**config.mk**
```make
export PLATFORM = sky130hd
export DESIGN_NAME = cursor_gen
export DESIGN_NICKNAME = d
export VERILOG_FILES = /design/src/rtl/cursor_pkg.sv /design/src/rtl/cursor_regs.sv /design/src/rtl/cursor_sprite_mem.sv /design/src/rtl/cursor_pixel.sv /design/src/rtl/cursor_gen.sv
export SDC_FILE = /design/constraint.sdc
export NUM_CORES = 1
export LEC_CHECK = 0
export CAP_MARGIN = 20
export CORE_MARGIN = 1.5
export CORE_UTILIZATION = 40
export CTS_BUF_LIST = sky130_fd_sc_hd__clkbuf_8
export CTS_CLUSTER_DIAMETER = 60
export DETAILED_ROUTE_END_ITERATION = 8
export GPL_TIMING_DRIVEN = 0
export PLACE_DENSITY = 0.63
export SYNTH_ARGS = -nofsm -noshare
export SYNTH_HDL_FRONTEND = slang
export SYNTH_SLANG_ARGS = --single-unit
```
**constraint.sdc**
```tcl
create_clock -name clk -period 6.05 [get_ports clk]
set_clock_uncertainty 0.2 [all_clocks]
set_input_delay 1.21 -clock clk [delete_from_list [all_inputs] [get_ports clk]]
set_output_delay 1.21 -clock clk [all_outputs]
set_load 0.01 [all_outputs]
```
**src/rtl/cursor_pkg.sv**
```systemverilog
// Package: shared command encoding and configuration type for the cursor block.
// Assumes a 16-bit write bus; bit positions here define the command layout.
package cursor_pkg;
    localparam int BUS_W = 16;

    localparam logic [1:0] SEL_CMD = 2'd0;
    localparam logic [1:0] SEL_XP  = 2'd1;
    localparam logic [1:0] SEL_YP  = 2'd2;
    localparam logic [1:0] SEL_SPR = 2'd3;

    localparam int B_TEST  = 0;
    localparam int B_LOAD  = 1;
    localparam int B_XHAIR = 2;
    localparam int B_WIDE  = 3;
    localparam int B_CLIP  = 4;
    localparam int B_CSEL  = 5;
    localparam int B_ENA   = 6;
    localparam int B_ENB   = 7;
    localparam int B_FRCA  = 8;
    localparam int B_FRCB  = 9;

    typedef struct packed {
        logic xhair;
        logic wide;
        logic clip;
        logic clip_sel;
        logic en_a;
        logic en_b;
    } disp_cfg_t;

    // Extract the shadowed display fields from a command word.
    function automatic disp_cfg_t cmd_to_cfg(input logic [BUS_W-1:0] d);
        disp_cfg_t c;
        c.xhair    = d[B_XHAIR];
        c.wide     = d[B_WIDE];
        c.clip     = d[B_CLIP];
        c.clip_sel = d[B_CSEL];
        c.en_a     = d[B_ENA];
        c.en_b     = d[B_ENB];
        return c;
    endfunction
endpackage

```
**src/rtl/cursor_regs.sv**
```systemverilog
// Register interface: decodes writes into shadow, active and immediate state,
// and runs the sprite load counter.
// Assumes COORD_W <= 16 and that the counter is as wide as the two-plane row space.
module cursor_regs
    import cursor_pkg::*;
#(
    parameter int COORD_W = 11,
    parameter int SPR_N   = 16,
    localparam int AW     = $clog2(2 * SPR_N)
) (
    input  logic               clk,
    input  logic               rst_n,
    input  logic               wr_en,
    input  logic [1:0]         wr_sel,
    input  logic [BUS_W-1:0]   wr_data,
    input  logic               vblank,
    output disp_cfg_t          act_cfg,
    output logic [COORD_W-1:0] act_x,
    output logic [COORD_W-1:0] act_y,
    output logic               force_a,
    output logic               force_b,
    output logic               load_mode,
    output logic               test_mode,
    output logic               mem_we,
    output logic [AW-1:0]      mem_addr,
    output logic [SPR_N-1:0]   mem_wdata
);
    disp_cfg_t          shd_cfg;
    logic [COORD_W-1:0] shd_x, shd_y;
    logic               vb_q;
    logic [AW-1:0]      cnt_q;
    logic               cmd_wr, vb_rise, load_fall;

    assign cmd_wr    = wr_en && (wr_sel == SEL_CMD);
    assign vb_rise   = vblank && !vb_q;
    assign load_fall = cmd_wr && load_mode && !wr_data[B_LOAD];
    assign mem_we    = wr_en && (wr_sel == SEL_SPR) && load_mode;
    assign mem_addr  = cnt_q;
    assign mem_wdata = wr_data[SPR_N-1:0];

    // Shadow copies of the frame-buffered settings.
    always_ff @(posedge clk) begin
        if (!rst_n) begin
            shd_cfg <= '0;
            shd_x   <= '0;
            shd_y   <= '0;
        end else if (wr_en) begin
            if (wr_sel == SEL_CMD) shd_cfg <= cmd_to_cfg(wr_data);
            if (wr_sel == SEL_XP)  shd_x   <= wr_data[COORD_W-1:0];
            if (wr_sel == SEL_YP)  shd_y   <= wr_data[COORD_W-1:0];
        end
    end

    // Vertical blank edge detector.
    always_ff @(posedge clk) begin
        if (!rst_n) vb_q <= 1'b0;
        else        vb_q <= vblank;
    end

    // Copy the shadow settings to the active set on the blank rising edge.
    always_ff @(posedge clk) begin
        if (!rst_n) begin
            act_cfg <= '0;
            act_x   <= '0;
            act_y   <= '0;
        end else if (vb_rise) begin
            act_cfg <= shd_cfg;
            act_x   <= shd_x;
            act_y   <= shd_y;
        end
    end

    // Bits that act immediately: the forces, load mode and test.
    always_ff @(posedge clk) begin
        if (!rst_n) begin
            force_a   <= 1'b0;
            force_b   <= 1'b0;
            load_mode <= 1'b0;
            test_mode <= 1'b0;
        end else if (cmd_wr) begin
            force_a   <= wr_data[B_FRCA];
            force_b   <= wr_data[B_FRCB];
            load_mode <= wr_data[B_LOAD];
            test_mode <= wr_data[B_TEST];
        end
    end

    // Sprite load address counter.
    always_ff @(posedge clk) begin
        if (!rst_n)         cnt_q <= '0;
        else if (load_fall) cnt_q <= '0;
        else if (mem_we)    cnt_q <= cnt_q + 1'b1;
    end

    // the counter is back at row 0 after load mode drops
    assert_cnt_clear_R4: assert property (@(posedge clk) disable iff (!rst_n)
        $fell(load_mode) |-> (cnt_q == '0));

    // the counter cannot move while load mode is off
    assert_cnt_idle_R5: assert property (@(posedge clk) disable iff (!rst_n)
        !load_mode |=> $stable(cnt_q));

    // the active position and config only change on a blank rise
    assert_active_hold_R11: assert property (@(posedge clk) disable iff (!rst_n)
        !(vblank && !vb_q) |=> ($stable(act_x) && $stable(act_y) && $stable(act_cfg)));
endmodule

```
**src/rtl/cursor_sprite_mem.sv**
```systemverilog
// Sprite storage: 2*SPR_N rows of SPR_N bits. Plane A sits in the lower half and
// plane B in the upper half. One write port; one row of each plane is read per pixel.
// Assumes SPR_N is a power of two.
module cursor_sprite_mem #(
    parameter int SPR_N = 16,
    localparam int RW   = $clog2(SPR_N),
    localparam int AW   = $clog2(2 * SPR_N),
    localparam int DEPTH = 2 * SPR_N
) (
    input  logic             clk,
    input  logic             rst_n,
    input  logic             we,
    input  logic [AW-1:0]    waddr,
    input  logic [SPR_N-1:0] wdata,
    input  logic [RW-1:0]    rrow,
    output logic [SPR_N-1:0] row_a,
    output logic [SPR_N-1:0] row_b
);
    logic [SPR_N-1:0] mem [DEPTH];
    logic [SPR_N-1:0] rows [2];

    // Row storage with synchronous clear.
    always_ff @(posedge clk) begin
        if (!rst_n) begin
            for (int i = 0; i < DEPTH; i++) mem[i] <= '0;
        end else if (we) begin
            mem[waddr] <= wdata;
        end
    end

    // One read port per plane, chosen by the top address bit.
    for (genvar p = 0; p < 2; p++) begin : g_plane_rd
        localparam logic PB = 1'(p);
        assign rows[p] = mem[{PB, rrow}];
    end

    assign row_a = rows[0];
    assign row_b = rows[1];
endmodule

```
**src/rtl/cursor_pixel.sv**
```systemverilog
// Per-pixel cursor logic: sprite window lookup, crosshair lines with width and
// clipping, then per-plane enable and force. Purely combinational.
// Assumes SPR_N is a power of two so that the reversed column is the complement.
module cursor_pixel
    import cursor_pkg::*;
#(
    parameter int COORD_W = 11,
    parameter int SPR_N   = 16,
    localparam int RW     = $clog2(SPR_N),
    localparam int EW     = COORD_W + 1
) (
    input  disp_cfg_t          cfg,
    input  logic [COORD_W-1:0] pos_x,
    input  logic [COORD_W-1:0] pos_y,
    input  logic [COORD_W-1:0] pix_x,
    input  logic [COORD_W-1:0] pix_y,
    input  logic               force_a,
    input  logic               force_b,
    input  logic               load_mode,
    input  logic               region1,
    input  logic               region2,
    input  logic [SPR_N-1:0]   row_a,
    input  logic [SPR_N-1:0]   row_b,
    output logic [RW-1:0]      rrow,
    output logic               plane_a,
    output logic               plane_b
);
    localparam logic [EW-1:0] SPAN = EW'(SPR_N);
    localparam logic [EW-1:0] ONE  = EW'(1);

    logic [EW-1:0] ex, ey, ax, ay, dx, dy;
    logic          in_win, spr_vis, on_v, on_h, clip_ok, xh_on;
    logic [RW-1:0] cidx;
    logic [1:0]    frc, en, sbit, plane;

    // Widened coordinates so that the window never wraps past the top value.
    always_comb begin
        ex = {1'b0, pix_x};
        ey = {1'b0, pix_y};
        ax = {1'b0, pos_x};
        ay = {1'b0, pos_y};
        dx = ex - ax;
        dy = ey - ay;
    end

    // Sprite window test and row/column selection.
    always_comb begin
        in_win  = (ex >= ax) && (dx < SPAN) && (ey >= ay) && (dy < SPAN);
        spr_vis = in_win && !load_mode;
        rrow    = dy[RW-1:0];
        cidx    = ~dx[RW-1:0];
    end

    // Crosshair lines, optional second pixel, optional region clip.
    always_comb begin
        on_v    = (ex == ax) || (cfg.wide && (ex == ax + ONE));
        on_h    = (ey == ay) || (cfg.wide && (ey == ay + ONE));
        clip_ok = !cfg.clip || (cfg.clip_sel ? region1 : region2);
        xh_on   = (on_v || on_h) && clip_ok;
    end

    assign frc  = {force_b, force_a};
    assign en   = {cfg.en_b, cfg.en_a};
    assign sbit = {row_b[cidx], row_a[cidx]};

    // Per-plane output: force wins, otherwise enable-gated cursor data.
    for (genvar p = 0; p < 2; p++) begin : g_plane_out
        assign plane[p] = frc[p] | (en[p] & (cfg.xhair ? xh_on : (spr_vis & sbit[p])));
    end

    assign plane_a = plane[0];
    assign plane_b = plane[1];
endmodule

```
**src/rtl/cursor_gen.sv**
```systemverilog
// Top of the two-plane cursor generator: register interface, sprite rows,
// pixel logic and the self-test flip-flop.
// Assumes pix_x/pix_y and region inputs are synchronous to clk.
module cursor_gen
    import cursor_pkg::*;
#(
    parameter int COORD_W = 11,
    parameter int SPR_N   = 16,
    localparam int RW     = $clog2(SPR_N),
    localparam int AW     = $clog2(2 * SPR_N)
) (
    input  logic               clk,
    input  logic               rst_n,
    input  logic               wr_en,
    input  logic [1:0]         wr_sel,
    input  logic [BUS_W-1:0]   wr_data,
    input  logic [COORD_W-1:0] pix_x,
    input  logic [COORD_W-1:0] pix_y,
    input  logic               vblank,
    input  logic               region1,
    input  logic               region2,
    output logic               plane_a,
    output logic               plane_b,
    output logic               test_flag
);
    disp_cfg_t          act_cfg;
    logic [COORD_W-1:0] act_x, act_y;
    logic               force_a, force_b, load_mode, test_mode, mem_we;
    logic [AW-1:0]      mem_addr;
    logic [SPR_N-1:0]   mem_wdata, row_a, row_b;
    logic [RW-1:0]      rrow;

    cursor_regs #(.COORD_W(COORD_W), .SPR_N(SPR_N)) u_regs (
        .clk(clk), .rst_n(rst_n), .wr_en(wr_en), .wr_sel(wr_sel), .wr_data(wr_data),
        .vblank(vblank), .act_cfg(act_cfg), .act_x(act_x), .act_y(act_y),
        .force_a(force_a), .force_b(force_b), .load_mode(load_mode),
        .test_mode(test_mode), .mem_we(mem_we), .mem_addr(mem_addr),
        .mem_wdata(mem_wdata)
    );

    cursor_sprite_mem #(.SPR_N(SPR_N)) u_mem (
        .clk(clk), .rst_n(rst_n), .we(mem_we), .waddr(mem_addr), .wdata(mem_wdata),
        .rrow(rrow), .row_a(row_a), .row_b(row_b)
    );

    cursor_pixel #(.COORD_W(COORD_W), .SPR_N(SPR_N)) u_pix (
        .cfg(act_cfg), .pos_x(act_x), .pos_y(act_y), .pix_x(pix_x), .pix_y(pix_y),
        .force_a(force_a), .force_b(force_b), .load_mode(load_mode),
        .region1(region1), .region2(region2), .row_a(row_a), .row_b(row_b),
        .rrow(rrow), .plane_a(plane_a), .plane_b(plane_b)
    );

    // Self-test flip-flop: cleared by TEST, set by any plane or region output.
    always_ff @(posedge clk) begin
        if (!rst_n)                                         test_flag <= 1'b0;
        else if (test_mode)                                 test_flag <= 1'b0;
        else if (plane_a || plane_b || region1 || region2)  test_flag <= 1'b1;
    end

    // the flag is low on the clock after TEST is seen high
    assert_test_clear_R13: assert property (@(posedge clk) disable iff (!rst_n)
        test_mode |=> !test_flag);

    // an active output with TEST low sets the flag
    assert_test_set_R13: assert property (@(posedge clk) disable iff (!rst_n)
        (!test_mode && (plane_a || plane_b || region1 || region2)) |=> test_flag);
endmodule

```
==> run metrics, run 1 <==
outcome=finished clean; slew at the pin with the worst max-slew slack=1.09 ns; pin count of the biggest net entering global routing=16; post-synthesis instance area=about 28000 um^2; RePlAce Congestion=~0.88; initial standard-cell utilization of the core=roughly two fifths; mux cell area share after synthesis=around an eighth; Mapped Cells=2060; Crit path arrival time=about 4.6 ns; final setup violation count=0; P per Cell Area=between 200 and 300 nW/um^2; prevailing post-synth register cell=edfxtp_1; Die W=between 200 and 300 um; clock insertion delay at the later pin of the skew report=about 0.74 ns; Final Instance Count excl. Fillers=3297; Synth Warn #=0; critical path launch point=pix_y[0]; crit path max-delay cell type=mux4_2; number of nets produced by synthesis=approximately 2100; part of the cycle the worst path needs=99.7%; combinational family with the most area after synthesis=simple AND/OR/NAND/NOR gates; Worst Min Path Start=u_regs.shd_y[10]$_SDFFE_PN0P_; area share of xor/xnor cells in the synthesized design=approximately 1.2%; final-report hold violation count=0; MaxCap Viol Count=0; I/O pin cnt=49; worst-case reg-to-reg path depth=19; fraction of the mapped netlist area in compound gates=between 4 and 5%; ratio of cells with drive above 1 in the final layout=20.2%; Remaining Overflow, GRT=0; Max IR drop VDD=slightly above 200 uV; share of synthesized cell area in and, or, nand and nor gates=17.1%; FILL cells=just over 6000; wire length of the first global-routing pass=~120 mm; violation count after the first detailed-routing iteration=around 1900; Critical Path, Cell by Cell=buf_8 -> inv_6 -> ha_4 -> inv_2 -> fa_1 -> buf_8 -> buf_6 -> buf_6 -> mux4_2 -> mux4_2 -> a21oi_2 -> o211ai_1 -> a31oi_4 -> a211oi_4 -> o211ai_1 -> nand2b_1 -> buf_2; crit-path max FO=7; Crit Path Class=in -> out; type of the most critical hold path=reg -> reg; setup slack, reg-to-reg=between 1 and 1.5 ns; Fmax achieved=approximately 170 MHz; TritonCTS clock tree=yes; endpoint of the worst hold path=u_regs.act_y[10]$_SDFFE_PN0P_; synthesized-area fraction occupied by adder cells=under 10%; clock edge transition at the registers on the reported setup and hold paths=0.06 ns; count of TritonRoute iterations in the first routing pass=5; count of flip-flops with a built-in enable after synthesis=512; total track usage=between 20% and 30%; Port Buffer Count=between 40 and 50; signed area change from the synthesized netlist to the final layout=18.7%; CP required=between 4 and 5 ns; mean number of vias per cell=roughly 5.6; number of nets in the layout=between 2000 and 2500; number of instances on the worst hold path=2; number of buffers inserted by hold repair at cts=0; Clk Tree Root Cell=clkbuf_8; largest incremental delay on the critical path=around 0.53 ns; minimum clock period after layout=approximately 6 ns; floorplan die area=between 70000 and 80000 um^2; Placed Cells=approximately 3100; deepest level of the CTS H-tree=3; sequential cell area fraction in the yosys report=roughly three fifths; chip height=267 um; number of sinks on the clock net=~580; number of unique standard cell types used by synthesis=71; DP HPWL=about 59 mm; Final Max Tran Viols=0; Site Rows=96; total wire length=between 80 and 90 mm; element type at the critical path end=output pin; type of origin of the critical path=input pin; Leak Pwr=roughly 0.012 uW; Final Util=48.0%; number of buffers inserted during clock tree synthesis=96; count of antenna-violating nets left after detailed routing=0; syn_area_per_cell=~13 um^2; fraction of synthesis flops using an asynchronous set or reset pin=0%; RSZ-0062 raised after global routing=yes; normalized max-slew margin=26.7%; flop and latch count out of synthesis=between 500 and 600; detailed-route via count=between 15000 and 20000; average wire per cell in the routed design=between 20 and 30 um; clock buffer depth=3; area of the core region=68700 um^2; vias in the first global route=~18000; total power consumption of the routed design=8740 uW; worst reg2reg path startpoint=u_regs.act_y[2]$_SDFFE_PN0P_; number of DRC violations after detailed routing=0; initial antenna violation count=2; worst r2r dst=test_flag$_SDFFE_PP0P_
-- synth_stat cells, types with 14 or more instances --
master	instances	share of area (%)
nand2_1	140	1.9
a21oi_1	61	1.1
mux2i_1	31	1.1
and2_1	513	12
xnor2_1	20	0.63
ha_1	28	1.3
nand3_1	24	0.43
nand4_1	14	0.32
mux4_2	144	12
edfxtp_1	512	55
nor2_1	96	1.3
xor2_1	15	0.47
dfxtp_1	67	4.8
buf_4	15	0.41
inv_1	39	0.53
o21ai_0	61	1.1
clkbuf_1	116	1.6
-- state kept, by name (all words and copies together), names as in the netlist --
register	count
u_regs.act_x	11
u_regs.mem_addr	5
test_flag	1
u_regs.load_mode	1
u_regs.force_b	1
u_regs.shd_y	11
u_regs.test_mode	1
u_regs.act_cfg	6
u_regs.shd_cfg	6
u_regs.vb_q	1
u_regs.force_a	1
u_regs.shd_x	11
u_mem.mem	512
u_regs.act_y	11
-- how the worst max path moves through the flow --
stage | end | slack, ns | depth (start not counted)
after CTS | plane_a | -0.03 | 17
after global routing | plane_b | -0.05 | 16
after detailed placement | plane_a | -2.27 | 16
final | plane_a | 0.02 | 17
after global placement | plane_a | -2.27 | 16
after floorplan | plane_a | 0.46 | 14
-- repair_timing --
| action | in CTS | in global routing |
|---|---|---|
| setup endpoints to repair | 3 | 2 |
| pin swaps | 22 | 19 |
| endpoints found under the hold margin | 0 | 0 |
| setup buffers | 33 | 12 |
| gates cloned | 2 | 1 |
| gates resized for setup | 154 | 38 |
-- report_power, final --
part           switching, uW  internal (uW)
Clock                   1620           1530
Sequential              50.3           4500
Combinational            598            453
-- placed cells by master (no fill, tap or decap), types with 28 or more instances in the layout --
| cell | instances |
|---|---|
| mux4_2 | 144 |
| o21ai_0 | 28 |
| buf_8 | 37 |
| o21ai_2 | 33 |
| nand2_1 | 139 |
| clkbuf_8 | 99 |
| dfxtp_1 | 66 |
| buf_4 | 40 |
| nor2_1 | 95 |
| mux2i_1 | 30 |
| clkdlybuf4s50_1 | 35 |
| inv_1 | 71 |
| a21oi_1 | 58 |
| edfxtp_1 | 512 |
| and2_1 | 513 |
| clkbuf_1 | 108 |
-- area by class of cell --
type	instances	area [um^2]	share of cell area [%]
clock inverters	76	347	1.05
repair buffers	131	1580	4.78
diodes	1	2.50	0.00759
multi-input cells	1288	10700	32.4
flip-flops and latches	579	16700	50.7
well taps	931	1160	3.53
inverters	41	160	0.486
clock buffers	99	1360	4.13
plain buffers	151	967	2.93
-- kinds of logic (layout without fill, tap and decap cells) --
kind of cell,count (synthesis),in the layout
compound gates,187,187
mux,183,183
simple gates,852,852
other cells,0,1
buf+inv,193,498
fa+ha+maj,30,30
xor+xnor,36,36
flops,579,579
-- worst max-delay path: cells and delay by family --
family | cells | cell delay, ns
mux | 2 | 1.01
simple gates | 1 | 0.09
buf+inv | 7 | 0.72
fa+ha+maj | 2 | 0.63
compound gates | 5 | 0.94
-- per-layer routing --
metal  wire length [um]  GRT usage, %
met3               7420          4.83
met2              39400          37.9
met5                  0             0
met1              33900          31.3
met4               3130          9.77
-- metrics by stage --
stage | area [um^2] | hold WS [ns] | worst slack (ns) | TNS, ns
finish | 33000 | 0.231 | 0.0186 | 0
global route | 33000 | 0.257 | -0.0533 | -0.0985
CTS | 32700 | 0.236 | -0.0325 | -0.0400
detailed placement | 30100 | 0.234 | -2.27 | -5.00
global placement | 29400 | 0.226 | -2.27 | -11.76
floorplan | 27800 | 0.192 | 0.461 | 0
No activity file was read; power rests on OpenSTA's default activity.
==> run 2: changes to the inputs <==
CTS_CLUSTER_DIAMETER = 30   (was 60)
SLEW_MARGIN = 5   (was unset)
==> run 2 against run 1 <==
Against the previous run:
- the run now ends with setup timing left
- maximum frequency down 1.7%
- clock power up 44%
- non-clock buffer count down 7
- hold slack about the same
- register-to-register slack worse by 0.15 ns
- combinational power about the same
- routed wire length up 0.68%
- die area unchanged
- critical endpoint unchanged
- sequential cell count unchanged
- largest cell class unchanged
==> run metrics, run 2 (synthesis gave the netlist of run 1 again) <==
outcome=finished, violations left; failing checks=setup timing; ratio of cells with drive above 1 in the final layout=21.8% (+1.6 points); total power consumption of the routed design=10100 uW (+16%); final setup violation count=2 (+2); TritonCTS clock tree=yes; Gate power share=10.2% (-1.8 points); Site Rows=96 (unchanged); Clk Tree Root Cell=clkbuf_8; Leak Pwr=0.0120 uW (+2.4%); clock edge transition at the registers on the reported setup and hold paths=0.06 ns (about the same); Port Buffer Count=47 (unchanged); detailed-route via count=18600 (+1.1%); violation count after the first detailed-routing iteration=1988 (+5.5%); normalized max-slew margin=29.2% (+2.5 points); MaxCap Viol Count=0 (unchanged); worst-case reg-to-reg path depth=21 (+2); crit path max-delay cell type=fa_1; crit-path max FO=7 (unchanged); total wire length=84.4 mm (+0.68%); CP required=4.64 ns (about the same); I/O pin cnt=49 (unchanged); Crit Path Class=in -> out; clock insertion delay at the later pin of the skew report=0.76 ns (+0.02 ns); pin count of the biggest net entering global routing=17 (+1); Final Max Tran Viols=0 (unchanged); number of sinks on the clock net=579 (unchanged); post-placement worst setup slack=-2.26 ns (+0.0137 ns); wire length of the first global-routing pass=123 mm (+1.4%); P per Cell Area=300 nW/um^2 (+13%); register containing the most flip-flops in the final layout=u_mem.mem; area of all placed cells without fillers=33700 um^2 (+2.2%); initial antenna violation count=3 (+1); Placed Cells=3074 (unchanged); Crit path arrival time=4.73 ns (+0.11 ns); Cell Int Power=7660 uW (+18%); mean number of vias per cell=5.57 (-0.14%); part of the power in registers=45.0% (-7.0 points); largest incremental delay on the critical path=0.51 ns (-0.02 ns); switching power=2450 uW (+8.2%); average wire per cell in the routed design=25.3 um (-0.53%); number of logic stages on the critical path including buffering=19 (+2); slew at the pin with the worst max-slew slack=1.06 ns (-0.0329 ns); DP HPWL=59.3 mm (about the same); total track usage=23.9% (+0.32 points); Remaining Overflow, GRT=0 (unchanged); Die W=267 um (unchanged); chip height=267 um (unchanged); signed area change from the synthesized netlist to the final layout=21.4%; Worst Path Buf+Inv=9 (+2); accumulated negative setup slack=-0.126 ns (-0.126 ns); Fmax achieved=163 MHz (-1.7%); count of antenna-violating nets left after detailed routing=0 (unchanged); element type at the critical path end=output pin; floorplan die area=71100 um^2 (unchanged); Clk pwr share=44.8% (+8.8 points); number of buffers inserted during clock tree synthesis=119 (+24%); most numerous cell on the critical path=buf_12; Final Instance Count excl. Fillers=3337 (+1.2%); final-report hold violation count=0 (unchanged); Largest register FFs=512 (unchanged); minimum clock period after layout=6.14 ns (+0.107 ns); type of the most critical hold path=reg -> reg; Largest delay share family, worst path=buffers and inverters; Critical Path, Cell by Cell=buf_6 -> inv_4 -> ha_4 -> inv_2 -> fa_1 -> buf_6 -> buf_12 -> buf_12 -> buf_16 -> buf_12 -> mux4_2 -> mux4_2 -> nor4_2 -> nor4_1 -> a31oi_2 -> a211oi_4 -> o211ai_1 -> nand2b_1 -> buf_2; area of the core region=68700 um^2 (unchanged); number of instances on the worst hold path=1 (-1); vias in the first global route=18400 (+1.3%); Max IR drop VDD=184 uV (-8.6%); count of TritonRoute iterations in the first routing pass=6 (+1); RePlAce Congestion=0.876 (unchanged); leading cell type in the layout, fill and taps excluded=and2_1; min setup slack post-route=-0.0881 ns (-0.107 ns); clock buffer depth=3 (unchanged); deepest level of the CTS H-tree=3 (unchanged); part of the cycle the worst path needs=101% (+1.8 points); initial standard-cell utilization of the core=40.4% (unchanged); most frequent cells in the layout=513 x and2_1, 512 x edfxtp_1, 144 x mux4_2, 139 x nand2_1, 120 x clkbuf_8; number of DRC violations after detailed routing=0 (unchanged); cell area after placement=30100 um^2 (about the same); type of origin of the critical path=input pin; Sw Share=24.2% (-1.7 points); RSZ-0062 raised after global routing=yes; number of nets in the layout=2380 (+0.68%)
==> run 2: changes by cell type in the layout (fill, tap and decap cells not counted), moves of 5 or more <==
cell,before,now
bufinv_16,0,20
inv_1,71,52
clkbuf_8,99,120
buf_4,40,33
clkinv_2,10,24
dlymetal6s2s_1,6,1
clkdlybuf4s50_1,35,40
==> run 2: through the flow <==
step / utilization (%) / hold slack (ns)
floorplan: - / 0.192
global route: 49.1 / 0.269
detailed placement: 43.8 / 0.234
CTS: 48.9 / 0.238
finish: 49.1 / 0.230
global placement: 42.8 / 0.226
==> run 2: power groups by stage <==
stage / registers (uW) / clock network [uW] / logic (uW)
after CTS: 4550 / 4550 / 1010
final: 4550 / 4530 / 1030
after floorplan: 4610 / 0 / 525
after global placement: 4630 / 0 / 857
after global routing: 4560 / 4760 / 1070
after detailed placement: 4630 / 0 / 909
==> run 2: cell type report <==
class                   instances  area, um^2
flip-flops and latches        579       16700
inverters                      41         158
fillers                      5974       35000
multi-input cells            1288       10600
clock buffers                 120        1650
diodes                          3        7.51
well taps                     931        1160
plain buffers                 152         935
clock inverters               100         993
repair buffers                123        1480
==> run 2: metal layers <==
| layer | vias to the layer above | part of all wire [%] | wire length, um | GRT usage, % |
|---|---|---|---|---|
| met5 | - | 0 | 0 | 0 |
| li1 | 8040 | - | - | - |
| met4 | 0 | 3.1 | 2630 | 8.86 |
| met1 | 9431 | 40 | 33500 | 31.7 |
| met3 | 156 | 9.3 | 7840 | 4.94 |
| met2 | 968 | 48 | 40400 | 38.9 |
==> run 2: path summary, 6_finish.rpt <==
kind	start	to	slack, ns
hold / removal	u_regs.test_mode$_SDFFE_PN0P_	test_flag$_SDFFE_PP0P_	0.23
hold reg to reg	u_regs.test_mode$_SDFFE_PN0P_	test_flag$_SDFFE_PP0P_	0.23
setup / recovery	pix_y[0]	plane_a	-0.09
setup reg to reg	u_regs.act_y[0]$_SDFFE_PN0P_	test_flag$_SDFFE_PP0P_	1.33
==> run 2: timing repair <==
| action | in CTS | in global routing |
|---|---|---|
| hold buffers | 0 | 0 |
| endpoints found under the setup margin | 2 | 2 |
| cloned | 2 | 1 |
| gates resized for setup | 141 | 12 |
| pin swaps | 20 | 13 |
| endpoints found under the hold margin | 0 | 0 |
| buffers inserted | 30 | 6 |
